<file path="src/rtl/de_recover_pkg.sv">
// Shared types for the active-video recovery block.
// Assumes 8 bits per colour channel, red in the top byte.
package de_recover_pkg;
    typedef logic [7:0] chan_t;

    typedef struct packed {
        chan_t red;
        chan_t grn;
        chan_t blu;
    } pix_t;

    localparam int PIX_W = $bits(pix_t);

    // Counter width able to hold TOTAL plus a saturation headroom bit.
    function automatic int span_width(input int total);
        return $clog2(total + 1) + 1;
    endfunction
endpackage

</file>
<file path="src/rtl/de_sync_front.sv">
// Input register and sync edge detection.
// Captures the bus once per pixel clock and normalises sync polarity to active-high.
// It flags the horizontal sync leading edge, and flags a vertical sync leading edge
// found at a horizontal sync leading edge.
// Assumes vertical sync changes only near horizontal sync edges, as display timing does.
module de_sync_front
    import de_recover_pkg::*;
#(
    parameter bit HS_POL = 1'b1,
    parameter bit VS_POL = 1'b1
) (
    input  logic clk,
    input  logic rst_n,
    input  logic hsync_in,
    input  logic vsync_in,
    input  pix_t px_in,
    input  logic clr_in,
    output logic hs1,
    output logic vs1,
    output pix_t px1,
    output logic clr1,
    output logic hs_rise,
    output logic v_rise
);
    logic hs_act, vs_act;
    logic hs_prev_q;
    logic vs_line_q;

    // Polarity variant picked by parameter.
    generate
        if (HS_POL) begin : g_hs_hi
            assign hs_act = hs1;
        end else begin : g_hs_lo
            assign hs_act = ~hs1;
        end
        if (VS_POL) begin : g_vs_hi
            assign vs_act = vs1;
        end else begin : g_vs_lo
            assign vs_act = ~vs1;
        end
    endgenerate

    // Capture one pixel of the incoming bus.
    always_ff @(posedge clk) begin
        if (!rst_n) begin
            hs1  <= ~HS_POL;
            vs1  <= ~VS_POL;
            px1  <= '0;
            clr1 <= 1'b0;
        end else begin
            hs1  <= hsync_in;
            vs1  <= vsync_in;
            px1  <= px_in;
            clr1 <= clr_in;
        end
    end

    // Remember the previous normalised horizontal sync level.
    always_ff @(posedge clk) begin
        if (!rst_n) hs_prev_q <= 1'b0;
        else        hs_prev_q <= hs_act;
    end

    // Remember the vertical sync level seen at the last line start.
    always_ff @(posedge clk) begin
        if (!rst_n)       vs_line_q <= 1'b0;
        else if (hs_rise) vs_line_q <= vs_act;
    end

    assign hs_rise = hs_act & ~hs_prev_q;
    assign v_rise  = hs_rise & vs_act & ~vs_line_q;
endmodule

</file>
<file path="src/rtl/de_span_counter.sv">
// Position counter for one axis (pixels in a line or lines in a frame).
// `restart` zeroes the index and `step` advances it; the index saturates.
// The module reports whether the index lies in the visible window, and flags a
// restart whose previous span was not TOTAL long.
// Assumes restart implies step for the vertical use.
module de_span_counter #(
    parameter int TOTAL = 1650,
    parameter int START = 260,
    parameter int LEN   = 1280,
    parameter int CW    = 12
) (
    input  logic          clk,
    input  logic          rst_n,
    input  logic          step,
    input  logic          restart,
    output logic [CW-1:0] idx,
    output logic          in_win,
    output logic          len_err
);
    localparam logic [CW-1:0] MAX_V  = '1;
    localparam logic [CW-1:0] TOT_V  = CW'(TOTAL);
    localparam logic [CW-1:0] WIN_LO = CW'(START);
    localparam logic [CW-1:0] WIN_HI = CW'(START + LEN);

    logic [CW-1:0] cnt_q;
    logic [CW-1:0] inc;
    logic          lock_q;
    logic          locked;

    // Next index: zero at restart, saturating increment on step.
    always_comb begin
        inc = (cnt_q == MAX_V) ? MAX_V : cnt_q + 1'b1;
        if (restart)   idx = '0;
        else if (step) idx = inc;
        else           idx = cnt_q;
    end

    // Hold the index and note that a first restart has been seen.
    always_ff @(posedge clk) begin
        if (!rst_n) begin
            cnt_q  <= MAX_V;
            lock_q <= 1'b0;
        end else begin
            cnt_q  <= idx;
            lock_q <= lock_q | restart;
        end
    end

    assign locked  = lock_q | restart;
    assign in_win  = locked && (idx >= WIN_LO) && (idx < WIN_HI);
    assign len_err = restart && lock_q && (inc != TOT_V);
endmodule

</file>
<file path="src/rtl/de_out_stage.sv">
// Output register: aligns colour, syncs, active flag, coordinates and the sticky
// timing error behind one common register. Colour is blanked outside active video.
// Assumes all inputs come from the same pixel in the capture stage.
module de_out_stage
    import de_recover_pkg::*;
#(
    parameter int HCW = 12,
    parameter int VCW = 11
) (
    input  logic           clk,
    input  logic           rst_n,
    input  pix_t           px1,
    input  logic           hs1,
    input  logic           vs1,
    input  logic           act1,
    input  logic [HCW-1:0] hidx,
    input  logic [VCW-1:0] vidx,
    input  logic           mismatch,
    input  logic           clr1,
    output pix_t           px_out,
    output logic           hs_out,
    output logic           vs_out,
    output logic           act_out,
    output logic [HCW-1:0] hpos,
    output logic [VCW-1:0] vpos,
    output logic           err_out
);
    // Register the aligned pixel record, blanking colour outside active video.
    always_ff @(posedge clk) begin
        if (!rst_n) begin
            px_out  <= '0;
            hs_out  <= 1'b0;
            vs_out  <= 1'b0;
            act_out <= 1'b0;
            hpos    <= '0;
            vpos    <= '0;
        end else begin
            px_out  <= act1 ? px1 : '0;
            hs_out  <= hs1;
            vs_out  <= vs1;
            act_out <= act1;
            hpos    <= hidx;
            vpos    <= vidx;
        end
    end

    // Sticky error: a new mismatch wins over a clear request.
    always_ff @(posedge clk) begin
        if (!rst_n) err_out <= 1'b0;
        else        err_out <= mismatch | (err_out & ~clr1);
    end
endmodule

</file>
<file path="src/rtl/de_recover.sv">
// Top: recovers active video and pixel coordinates from sync timing alone.
// Pipeline: capture register, then output register (two edges in to out).
// Assumes the programmed widths match the source mode. Mismatches are reported,
// and no attempt is made to adapt to a different mode.
module de_recover
    import de_recover_pkg::*;
#(
    parameter int H_ACTIVE = 1280,
    parameter int H_FRONT  = 110,
    parameter int H_SYNC   = 40,
    parameter int H_BACK   = 220,
    parameter int V_ACTIVE = 720,
    parameter int V_FRONT  = 5,
    parameter int V_SYNC   = 5,
    parameter int V_BACK   = 20,
    parameter bit HS_POL   = 1'b1,
    parameter bit VS_POL   = 1'b1,
    localparam int H_TOTAL = H_ACTIVE + H_FRONT + H_SYNC + H_BACK,
    localparam int V_TOTAL = V_ACTIVE + V_FRONT + V_SYNC + V_BACK,
    localparam int HCW     = span_width(H_TOTAL),
    localparam int VCW     = span_width(V_TOTAL)
) (
    input  logic           clk,
    input  logic           rst_n,
    input  logic           hsync_in,
    input  logic           vsync_in,
    input  logic [23:0]    rgb_in,
    input  logic           err_clr,
    output logic [23:0]    rgb_out,
    output logic           hsync_out,
    output logic           vsync_out,
    output logic           active_out,
    output logic [HCW-1:0] hpos,
    output logic [VCW-1:0] vpos,
    output logic           timing_err
);
    pix_t           px1, px_o;
    logic           hs1, vs1, clr1, hs_rise, v_rise;
    logic [HCW-1:0] hidx;
    logic [VCW-1:0] vidx;
    logic           h_win, v_win, h_err, v_err;
    logic           act1;

    de_sync_front #(
        .HS_POL (HS_POL),
        .VS_POL (VS_POL)
    ) u_front (
        .clk      (clk),
        .rst_n    (rst_n),
        .hsync_in (hsync_in),
        .vsync_in (vsync_in),
        .px_in    (pix_t'(rgb_in)),
        .clr_in   (err_clr),
        .hs1      (hs1),
        .vs1      (vs1),
        .px1      (px1),
        .clr1     (clr1),
        .hs_rise  (hs_rise),
        .v_rise   (v_rise)
    );

    de_span_counter #(
        .TOTAL (H_TOTAL),
        .START (H_SYNC + H_BACK),
        .LEN   (H_ACTIVE),
        .CW    (HCW)
    ) u_hcnt (
        .clk     (clk),
        .rst_n   (rst_n),
        .step    (1'b1),
        .restart (hs_rise),
        .idx     (hidx),
        .in_win  (h_win),
        .len_err (h_err)
    );

    de_span_counter #(
        .TOTAL (V_TOTAL),
        .START (V_SYNC + V_BACK),
        .LEN   (V_ACTIVE),
        .CW    (VCW)
    ) u_vcnt (
        .clk     (clk),
        .rst_n   (rst_n),
        .step    (hs_rise),
        .restart (v_rise),
        .idx     (vidx),
        .in_win  (v_win),
        .len_err (v_err)
    );

    assign act1 = h_win & v_win;

    de_out_stage #(
        .HCW (HCW),
        .VCW (VCW)
    ) u_out (
        .clk      (clk),
        .rst_n    (rst_n),
        .px1      (px1),
        .hs1      (hs1),
        .vs1      (vs1),
        .act1     (act1),
        .hidx     (hidx),
        .vidx     (vidx),
        .mismatch (h_err | v_err),
        .clr1     (clr1),
        .px_out   (px_o),
        .hs_out   (hsync_out),
        .vs_out   (vsync_out),
        .act_out  (active_out),
        .hpos     (hpos),
        .vpos     (vpos),
        .err_out  (timing_err)
    );

    assign rgb_out = px_o;
endmodule

</file>
<file path="config.mk">
export PLATFORM = sky130hd
export DESIGN_NAME = de_recover
export DESIGN_NICKNAME = d
export VERILOG_FILES = /design/src/rtl/de_recover_pkg.sv /design/src/rtl/de_sync_front.sv /design/src/rtl/de_span_counter.sv /design/src/rtl/de_out_stage.sv /design/src/rtl/de_recover.sv
export SDC_FILE = /design/constraint.sdc
export NUM_CORES = 1
export LEC_CHECK = 0
export ABC_AREA = 0
export BUFFER_PORTS_ARGS = -buffer_cell sky130_fd_sc_hd__buf_4
export CAP_MARGIN = 5
export CORE_AREA = 4 4 122 124
export CTS_CLUSTER_SIZE = 12
export DETAILED_ROUTE_END_ITERATION = 7
export DIE_AREA = 0 0 126 128
export GPL_ROUTABILITY_DRIVEN = 0
export PLACE_DENSITY = 0.6
export RECOVER_POWER = 100
export SYNTH_ARGS = -nofsm -noshare
export SYNTH_HDL_FRONTEND = slang
export SYNTH_SLANG_ARGS = --single-unit
</file>
<file path="constraint.sdc">
create_clock -name clk -period 6.6 [get_ports clk]
set_clock_uncertainty 0.05 [all_clocks]
set_input_delay 0 -clock clk [delete_from_list [all_inputs] [get_ports clk]]
set_output_delay 0 -clock clk [all_outputs]
set_load 0.005 [all_outputs]
</file>
## Word level (Yosys, flattened, before mapping)

Cells that the tools add are included.

| storage, ports and cells | value |
|---|---|
| register bits | 104 |
| input bits | 29 |
| logic and storage cells | 56 |

| cells by class | value |
|---|---|
| add/sub/neg operators | 2 |
| order comparisons | 4 |
| eq/ne operators | 4 |
| multiplexer cells | 5 |
| bitwise gates (word level) | 12 |
| reduce and logical (&&, ||, !) cells | 9 |

Operator list:

| kind | number |
|---|---|
| 11-bit two-way mux | 3 |
| 12-bit two-way mux | 2 |
| 12-bit by 1-bit adder with 12-bit output, second input constant | 1 |
| 12-bit == test, second input constant | 1 |
| 12-bit by 9-bit greater-or-equal comparator with 1-bit output, second input constant | 1 |
| 12-bit by 11-bit less-than comparator with 1-bit output, second input constant | 1 |
| 12-bit by 11-bit != test with 1-bit output, second input constant | 1 |
| 11-bit by 1-bit adder with 11-bit output, second input constant | 1 |
| 11-bit == test, second input constant | 1 |
| 11-bit by 5-bit greater-or-equal comparator with 1-bit output, second input constant | 1 |
| 11-bit by 10-bit less-than comparator with 1-bit output, second input constant | 1 |
| 11-bit by 10-bit != test with 1-bit output, second input constant | 1 |
| 1-bit logical AND | 8 |
| 1-bit AND | 5 |
| 1-bit bitwise OR | 4 |
| 1-bit inverter | 3 |
| 2-bit AND reduction | 1 |

## Depth between registers and ports, before layout

Gate-level depths: netlist of run 1.

| depth | value |
|---|---|
| depth after elaboration | 10 |
| mapped depth | 11 |

## Hierarchy

A second synthesis of run 1 with hierarchy kept.

| second synthesis, totals | value |
|---|---|
| cell total of the unflattened synthesis | 396 |
| area total of the unflattened synthesis | 4,005.1 um^2 |

Modules (own cells, without submodules):

| module | instances | cells an instance | area each (um^2) | seq. area each (um^2) |
|---|---|---|---|---|
| de_out_stage | 1 | 110 | 1,408.9 | 1,021.0 |
| de_span_counter (u_hcnt) | 1 | 115 | 919.6 | 260.2 |
| de_span_counter (u_vcnt) | 1 | 103 | 838.3 | 240.2 |
| de_sync_front | 1 | 65 | 822.0 | 580.6 |
| de_recover | 1 | 3 | 16.3 | 0.0 |

## Worst setup path before layout of run 1

OpenSTA, ideal clock, no wires.

| timing | value |
|---|---|
| kind | reg-to-reg |
| from | register u_vcnt.cnt_q[0] |
| to | register u_out.px_out[20] (netlist bit) |
| library setup time | 123 ps |
| data arrival time | 2,315 ps |
| required time | 6,427 ps |
| slack | 4,112 ps |
| stages on the path, launching flop included | 12 |
| path buffers | 3 |
| clock period less this slack | 2,488 ps |
| cells stage by stage | dfxtp_1 -> ha_1 -> buf_4 -> and4b_1 -> buf_4 -> a21oi_1 -> a311o_1 -> and4bb_1 -> nand3_1 -> a32oi_4 -> buf_6 -> nor3b_2 |

| on the way | value |
|---|---|
| longest elaborated chain between the ends | 9 |
| elaborated cells between the ends (all ways) | 11 |

Ends and longest elaborated chain:

| item | line | source |
|---|---|---|
| from (decl) | de_span_counter.sv:25 | `logic [CW-1:0] cnt_q;` |
| from (signal assigned) | de_span_counter.sv:44 | `cnt_q <= idx;` |
| 11-bit by 1-bit adder with 11-bit output / 11-bit == test (equally long branches) | de_span_counter.sv:32 | `inc = (cnt_q == MAX_V) ? MAX_V : cnt_q + 1'b1;` |
| 11-bit two-way mux | de_span_counter.sv:32 |  |
| 11-bit two-way mux (*) | de_span_counter.sv:34 | `else if (step) idx = inc;` |
| 11-bit two-way mux (*) | de_span_counter.sv:33 | `if (restart) idx = '0;` |
| 11-bit by 5-bit greater-or-equal comparator with 1-bit output | de_span_counter.sv:50 | `assign in_win = locked && (idx >= WIN_LO) && (idx < WIN_HI);` |
| 1-bit logical AND | de_span_counter.sv:50 |  |
| 1-bit logical AND (*) | de_span_counter.sv:50 |  |
| 1-bit AND (*) | de_recover.sv:92 | `assign act1 = h_win & v_win;` |
| 2-bit AND reduction (no source line) (*) | -- |  |
| to (signal assigned) | de_out_stage.sv:38 | `px_out <= act1 ? px1 : '0;` |
| to (decl) | de_out_stage.sv:20 | `output pix_t px_out,` |

Every way passes the cells marked *; elsewhere a longest branch is shown, timed or not.
A chain may end at the register's enable or synchronous reset.

## Worst setup path after layout of run 1

| timing | value |
|---|---|
| from | register u_front.hs1 |
| to | register u_out.px_out[5] (netlist bit) |

| on the way | value |
|---|---|
| longest elaborated chain between the ends | 9 |
| elaborated cells between the ends (all ways) | 18 |

Ends and longest elaborated chain:

| item | line | source |
|---|---|---|
| from (decl) | de_sync_front.sv:18 | `output logic hs1,` |
| from (signal assigned) | de_sync_front.sv:46 | `hs1 <= ~HS_POL;` |
| from (signal assigned) | de_sync_front.sv:51 | `hs1 <= hsync_in;` |
| 1-bit AND (*) | de_sync_front.sv:70 | `assign hs_rise = hs_act & ~hs_prev_q;` |
| 1-bit AND (2 in series) | de_sync_front.sv:71 | `assign v_rise = hs_rise & vs_act & ~vs_line_q;` |
| 11-bit two-way mux | de_span_counter.sv:33 |  |
| 11-bit by 5-bit greater-or-equal comparator with 1-bit output | de_span_counter.sv:50 |  |
| 1-bit logical AND (2 in series) | de_span_counter.sv:50 |  |
| 1-bit AND (*) | de_recover.sv:92 |  |
| 2-bit AND reduction (no source line) (*) | -- |  |

Marked as above.

==> flow_metrics.env, run 1 <==
export IMPL_ff2ff_path_depth=8
export IMPL_cts_repair_resized=0
export IMPL_wire_per_inst_um=14.7
export IMPL_critPathLaunchType="flop"
export IMPL_r2r_slack_ns=3.06
export IMPL_hp_class="in -> reg"
export IMPL_synthTopCellsByArea="dfxtp_1 (51%), and2_1 (5.7%), nor3b_2 (5.6%)"
export IMPL_grtUsageMet1_pct=14.8
export IMPL_final_antenna_net_count=0
export IMPL_yosysUniqueCellTypes=59
export IMPL_die_area_mm2=0.0161
export IMPL_detail_route_iter0_violations=253
export IMPL_dp_slack_ns=3.37
export IMPL_synth_ff_type="dfxtp_1"
export IMPL_worstPathArrival_ns=3.68
export IMPL_cts_setup_buffers=0
export IMPL_power_density_mw_per_mm2=304
export IMPL_synth_top_area_share_pct=51.3
export IMPL_worstHoldEndpoint="u_vcnt.cnt_q[4]"
export IMPL_yosys_register_bits=104
export IMPL_finalCriticalPeriod_ns=3.54
export IMPL_finalCritPeriodShare_pct=53.7
export IMPL_vias_per_cell=4.85
export IMPL_layout_setup_ws_ns=3.06
export IMPL_slew_headroom_pct=33.9
export IMPL_io_buffers=79
export IMPL_rsz0062_at_grt="false"
export IMPL_worstSkewPairLatency_ns=0.34
export IMPL_dp_hpwl_mm=6.85
export IMPL_p_leak_uw=0.00204
export IMPL_ys_seq_area_share_pct=51.3
export IMPL_start_util_pct=29.4
export IMPL_synth_cells=405
export IMPL_clk_pin_slew_ns=0.07
export IMPL_syn_num_nets=436
export IMPL_ctsHoldBuffers=27
export IMPL_dieWidth_um=126
export IMPL_grt_use_total_pct=12.4
export IMPL_die_h_um=128
export IMPL_cts_sinks=104
export IMPL_first_global_vias=3165
export IMPL_final_hold_violation_count=0
export IMPL_worstReg2RegEnd="u_out.px_out[5]"
export IMPL_synth_largest_area_cell="dfxtp_1"
export IMPL_cap_violations=0
export IMPL_cts_tree="yes"
export IMPL_grt_pass1_wl_mm=16.1
export IMPL_ys_async_sr_fraction_pct=0
export IMPL_grt_ovfl_total=0
export IMPL_drive_above_1_share_pct=17.5
export IMPL_syn_area_mm2=0.00406
export IMPL_place_inst=635
export IMPL_setup_tns_ns=0
export IMPL_max_freq_mhz=282
export IMPL_worstHoldStart="rst_n"
export IMPL_r2r_start="u_front.hs1"
export IMPL_cp_end_kind="flop"
export IMPL_grt_max_degree=59
export IMPL_core_rowCount=43
export IMPL_io_pins=80
export IMPL_busiest_layer="met2"
export IMPL_final_util_pct=37.2
export IMPL_antennaDiodeCount=0
export IMPL_stdcell_count=678
export IMPL_outcome="finished, final reports clean"
export IMPL_maxSlewViolCount=0
export IMPL_critical_path_class="reg -> reg"
export IMPL_cts_buffers=9
export IMPL_final_nets=524
export IMPL_fp_coreArea_mm2=0.0138
export IMPL_ctsLongestPathBuffers=2
export IMPL_met2_usage_pct=21.4
export IMPL_hold_ws_ns=0.0338
export IMPL_avgSynthCellArea_um2=10.0
export IMPL_vdd_drop_max_mv=0.122
export IMPL_vias=3289
export IMPL_drtPass1Iterations=5
export IMPL_fill_cells=1409
export IMPL_cp_max_fo=25
export IMPL_crit_required_ns=6.73
export IMPL_finalSetupViolations=0
export IMPL_cts_htree_levels=3
export IMPL_wl_mm=10.0
export IMPL_synth_warnings=0
export IMPL_area_delta_synth_final_pct=26.3
export IMPL_drc=0
export IMPL_cts_root_buf="clkbuf_16"
export IMPL_whs_path_depth=2
export IMPL_tightest_slew_ns=0.991
export IMPL_use_met3_pct=3.13
export IMPL_synth_edf_count=0
export IMPL_antenna_found_initial=0
cells in the mapped netlist, drive strengths merged (3+ instances only):
cell and n:
and4 6, dfxtp 104, a41oi 3, nand2 25, nor2 32, nand4 9
nand2b 8, and2 37, clkbuf 13, nor3b 23, xnor2 3, mux2i 3
o2111ai 3, o211ai 5, o31a 3, a31o 3, nand3 12, o21ai 15
or3 3, and3 10, nor3 8, nor2b 7, buf 17, a31oi 5
a21oi 11, inv 4
layer usage:
layer | share of wire [%] | vias up
met5 | 0 | -
met4 | 2.2 | 0
met3 | 5.6 | 20
met2 | 51 | 132
met1 | 41 | 1545
li1 | - | 1592
metrics by stage:
stage          power [µW]  instance area (µm²)
2_1_floorplan         936                 4060
3_3_place_gp         1020                 4720
3_5_place_dp         1030                 4720
4_1_cts              1580                 5290
5_1_grt              1640                 5120
6_report             1550                 5120
worst max-delay path, cell delays in order (launching register included):
cell and delay [ns]:
dfxtp_1 0.42, nor2b_1 0.15, clkbuf_1 0.74, and3_1 0.59, a311o_1 0.26, nor2b_1 0.15, o2111ai_1 0.16, a32oi_4 0.69
nor3b_1 0.15
worst max-delay path by stage:
stage | startpoint | end | slack [ns] | depth (start not counted)
after CTS | u_vcnt.cnt_q[0] | u_out.px_out[9] | 3.35 | 8
after floorplan | u_vcnt.cnt_q[0] | u_out.px_out[20] | 4.11 | 11
final | u_front.hs1 | u_out.px_out[5] | 3.06 | 8
after global routing | u_front.hs1 | u_out.px_out[5] | 2.69 | 8
after global placement | u_vcnt.cnt_q[3] | u_out.px_out[8] | 3.46 | 7
after detailed placement | u_vcnt.cnt_q[0] | u_out.px_out[7] | 3.37 | 8
cells in the final DEF (no fill, tap or decap), drive strengths merged, types with 4 or more instances in the layout:
cell type,synthesis,layout
dfxtp,104,104
nand4,9,9
nand2b,8,8
nor3,8,8
nor2b,7,7
and4,6,6
dlygate4sd3,0,27
and2,37,37
nor3b,23,23
a31oi,5,5
nor2,32,32
nand2,25,25
o211ai,5,5
inv,4,6
a21oi,11,11
and3,10,10
clkbuf,13,86
buf,17,4
o21ai,15,15
nand3,12,12
cells by family after synthesis:
family	Yosys count	synth area share, %
AOI/OAI and AO/OA	66	11.8
xor gates and xnor gates	5	1.08
adders and majority gates	2	0.617
buffers and inverters	34	4.44
DFF	104	51.3
muxes	4	1.02
and+or+nand+nor	190	29.7
report_power, final:
| group | total (µW) | switching, µW | internal (µW) |
|---|---|---|---|
| Clock | 536 | 230 | 306 |
| Combinational | 297 | 164 | 133 |
| Sequential | 722 | 43.0 | 679 |
| Total | 1550 | 437 | 1120 |
sequential cells by signal, indices dropped and copies added (netlist names), 11 cells and up:
register	flops
u_out.hpos	12
u_hcnt.cnt_q	12
u_out.px_out	24
u_front.px1	24
u_vcnt.cnt_q	11
u_out.vpos	11
area by class of cell:
type / count / area, µm² / share of cell area (%)
Tap cell: 180 / 225 / 4.40
Clock buffer: 10 / 239 / 4.67
Timing Repair Buffer: 107 / 796 / 15.5
Multi-Input combinational cell: 267 / 1700 / 33.2
Sequential cell: 104 / 2080 / 40.7
Clock inverter: 6 / 66.3 / 1.29
Inverter: 4 / 15.0 / 0.293
Note: power is estimated with default switching activity, not from simulation.
==> run 2, diff against run 1 <==
==> constraint.sdc (replaced) <==
create_clock -name clk -period 3.5 [get_ports clk]
set_clock_uncertainty 0.05 [all_clocks]
set_input_delay 0 -clock clk [delete_from_list [all_inputs] [get_ports clk]]
set_output_delay 0 -clock clk [all_outputs]
set_load 0.005 [all_outputs]
==> flow_metrics.env, run 2 (same netlist as run 1, synthesis figures left out) <==
export IMPL_outcome="finished, final reports clean"
export IMPL_wire_per_inst_um=15.1
export IMPL_cts_tree="yes"
export IMPL_cts_sinks=104
export IMPL_hp_class="in -> reg"
export IMPL_dp_hpwl_mm=6.91
export IMPL_fp_coreArea_mm2=0.0138
export IMPL_finalCritPeriodShare_pct=83.8
export IMPL_vias_per_cell=4.88
export IMPL_grt_use_total_pct=12.9
export IMPL_drtPass1Iterations=4
export IMPL_place_inst=637
export IMPL_stdcell_count=680
export IMPL_cts_buffers=9
export IMPL_start_util_pct=29.4
export IMPL_setup_tns_ns=0
export IMPL_clk_pin_slew_ns=0.07
export IMPL_final_nets=526
export IMPL_power_density_mw_per_mm2=562
export IMPL_cp_end_kind="flop"
export IMPL_cts_root_buf="clkbuf_16"
export IMPL_mostFrequentLayoutCells="dfxtp_1 (104), clkbuf_4 (56), nor2_1 (32)"
export IMPL_detail_route_iter0_violations=296
export IMPL_cap_violations=0
export IMPL_r2r_start="u_vcnt.cnt_q[1]"
export IMPL_crit_required_ns=3.67
export IMPL_ff2ff_path_depth=9
export IMPL_io_buffers=79
export IMPL_tightest_slew_ns=0.610
export IMPL_finish_instance_area_mm2=0.00513
export IMPL_dpl_cell_area_mm2=0.00473
export IMPL_cts_htree_levels=3
export IMPL_reg_largest_list="u_front.px1 x24, u_out.px_out x24"
export IMPL_antenna_found_initial=0
export IMPL_final_antenna_net_count=0
export IMPL_final_hold_violation_count=0
export IMPL_cp_startpoint="u_vcnt.cnt_q[1]"
export IMPL_io_pins=80
export IMPL_maxSlewViolCount=0
export IMPL_drc=0
export IMPL_r2r_slack_ns=0.57
export IMPL_cp_max_fo=25
export IMPL_core_rowCount=43
export IMPL_worstPathArrival_ns=3.10
export IMPL_worstSkewPairLatency_ns=0.34
export IMPL_wl_mm=10.3
export IMPL_first_global_vias=3359
export IMPL_vdd_drop_max_mv=0.274
export IMPL_critPathLaunchType="flop"
export IMPL_max_freq_mhz=341
export IMPL_drive_above_1_share_pct=18.0
export IMPL_finalSetupViolations=0
export IMPL_die_h_um=128
export IMPL_ctsLongestPathBuffers=2
export IMPL_grt_pass1_wl_mm=16.8
export IMPL_grt_max_degree=58
export IMPL_slew_headroom_pct=59.0
export IMPL_finalCriticalPeriod_ns=2.93
export IMPL_worstReg2RegEnd="u_out.px_out[2]"
export IMPL_cts_setup_buffers=0
export IMPL_antennaDiodeCount=0
export IMPL_layout_commonest_cell="dfxtp_1"
export IMPL_rsz0062_at_grt="false"
export IMPL_critical_path_class="reg -> reg"
export IMPL_final_util_pct=37.2
export IMPL_dieWidth_um=126
export IMPL_area_delta_synth_final_pct=26.5
export IMPL_p_leak_uw=0.00204
export IMPL_grt_ovfl_total=0
export IMPL_crit_end="u_out.px_out[2]"
export IMPL_die_area_mm2=0.0161
export IMPL_fill_cells=1412
export IMPL_vias=3318
## run 2: cell count changes in the layout (fill, tap and decap cells not counted), sizes merged
cell      change
bufinv        -1
buf           +4
inv           -2
clkinvlp      +2
clkinv        -1
## run 2: routing by layer
metal	part of all wire [%]	wire length (µm)	vias to the layer above	GRT usage (%)
met5	0	0	-	0
li1	-	-	1604	-
met1	40	4140	1580	15.0
met4	2.5	261	0	5.05
met3	4.8	495	21	3.25
met2	52	5380	113	22.6
## run 2: per-stage QoR
step / power, µW / hold slack [ns] / setup WS (ns)
floorplan: 1760 / 0.0773 / 1.01
CTS: 2920 / 0.142 / 0.327
global route: 3040 / 0.180 / 0.288
global placement: 1930 / 0.159 / 0.513
detailed placement: 1940 / 0.162 / 0.355
finish: 2880 / 0.150 / 0.566
## run 2: area by class of cell
class                           instances  area (µm²)  area share, %
Clock inverter                          4        28.8          0.561
Tap cell                              180         225           4.39
Clock buffer                           12         256           5.00
Sequential cell                       104        2080           40.6
Timing Repair Buffer                  109         818           16.0
Multi-Input combinational cell        267        1700           33.2
Inverter                                4        15.0          0.293
## run 2: worst min path at each step
stage / from / end / cells past startpoint
after floorplan: err_clr / u_front.clr1 / 1
after global routing: rst_n / u_vcnt.cnt_q[8] / 3
after detailed placement: rgb_in[7] / u_front.px1[7] / 2
after global placement: vsync_in / u_front.vs1 / 2
after CTS: rst_n / u_vcnt.lock_q / 3
final: rst_n / u_vcnt.lock_q / 3
## run 2: critical path, cell delays in order, from the launching register on
cell,delay (ns)
dfxtp_1,0.41
ha_1,0.33
and4b_1,0.39
a21oi_1,0.11
a311o_1,0.41
and4bb_1,0.33
o2111ai_1,0.15
a32oi_4,0.19
buf_4,0.32
nor3b_1,0.11
## run 2: power by group
| part | total (µW) | switching [µW] | internal (µW) |
|---|---|---|---|
| Clock | 949 | 428 | 521 |
| Sequential | 1360 | 80.3 | 1280 |
| Combinational | 570 | 315 | 255 |
## run 2: repair_timing
item	CTS	global route
hold endpoints to repair	27	0
resized for setup	0	1
hold buffers	27	0
setup endpoints to repair	0	3
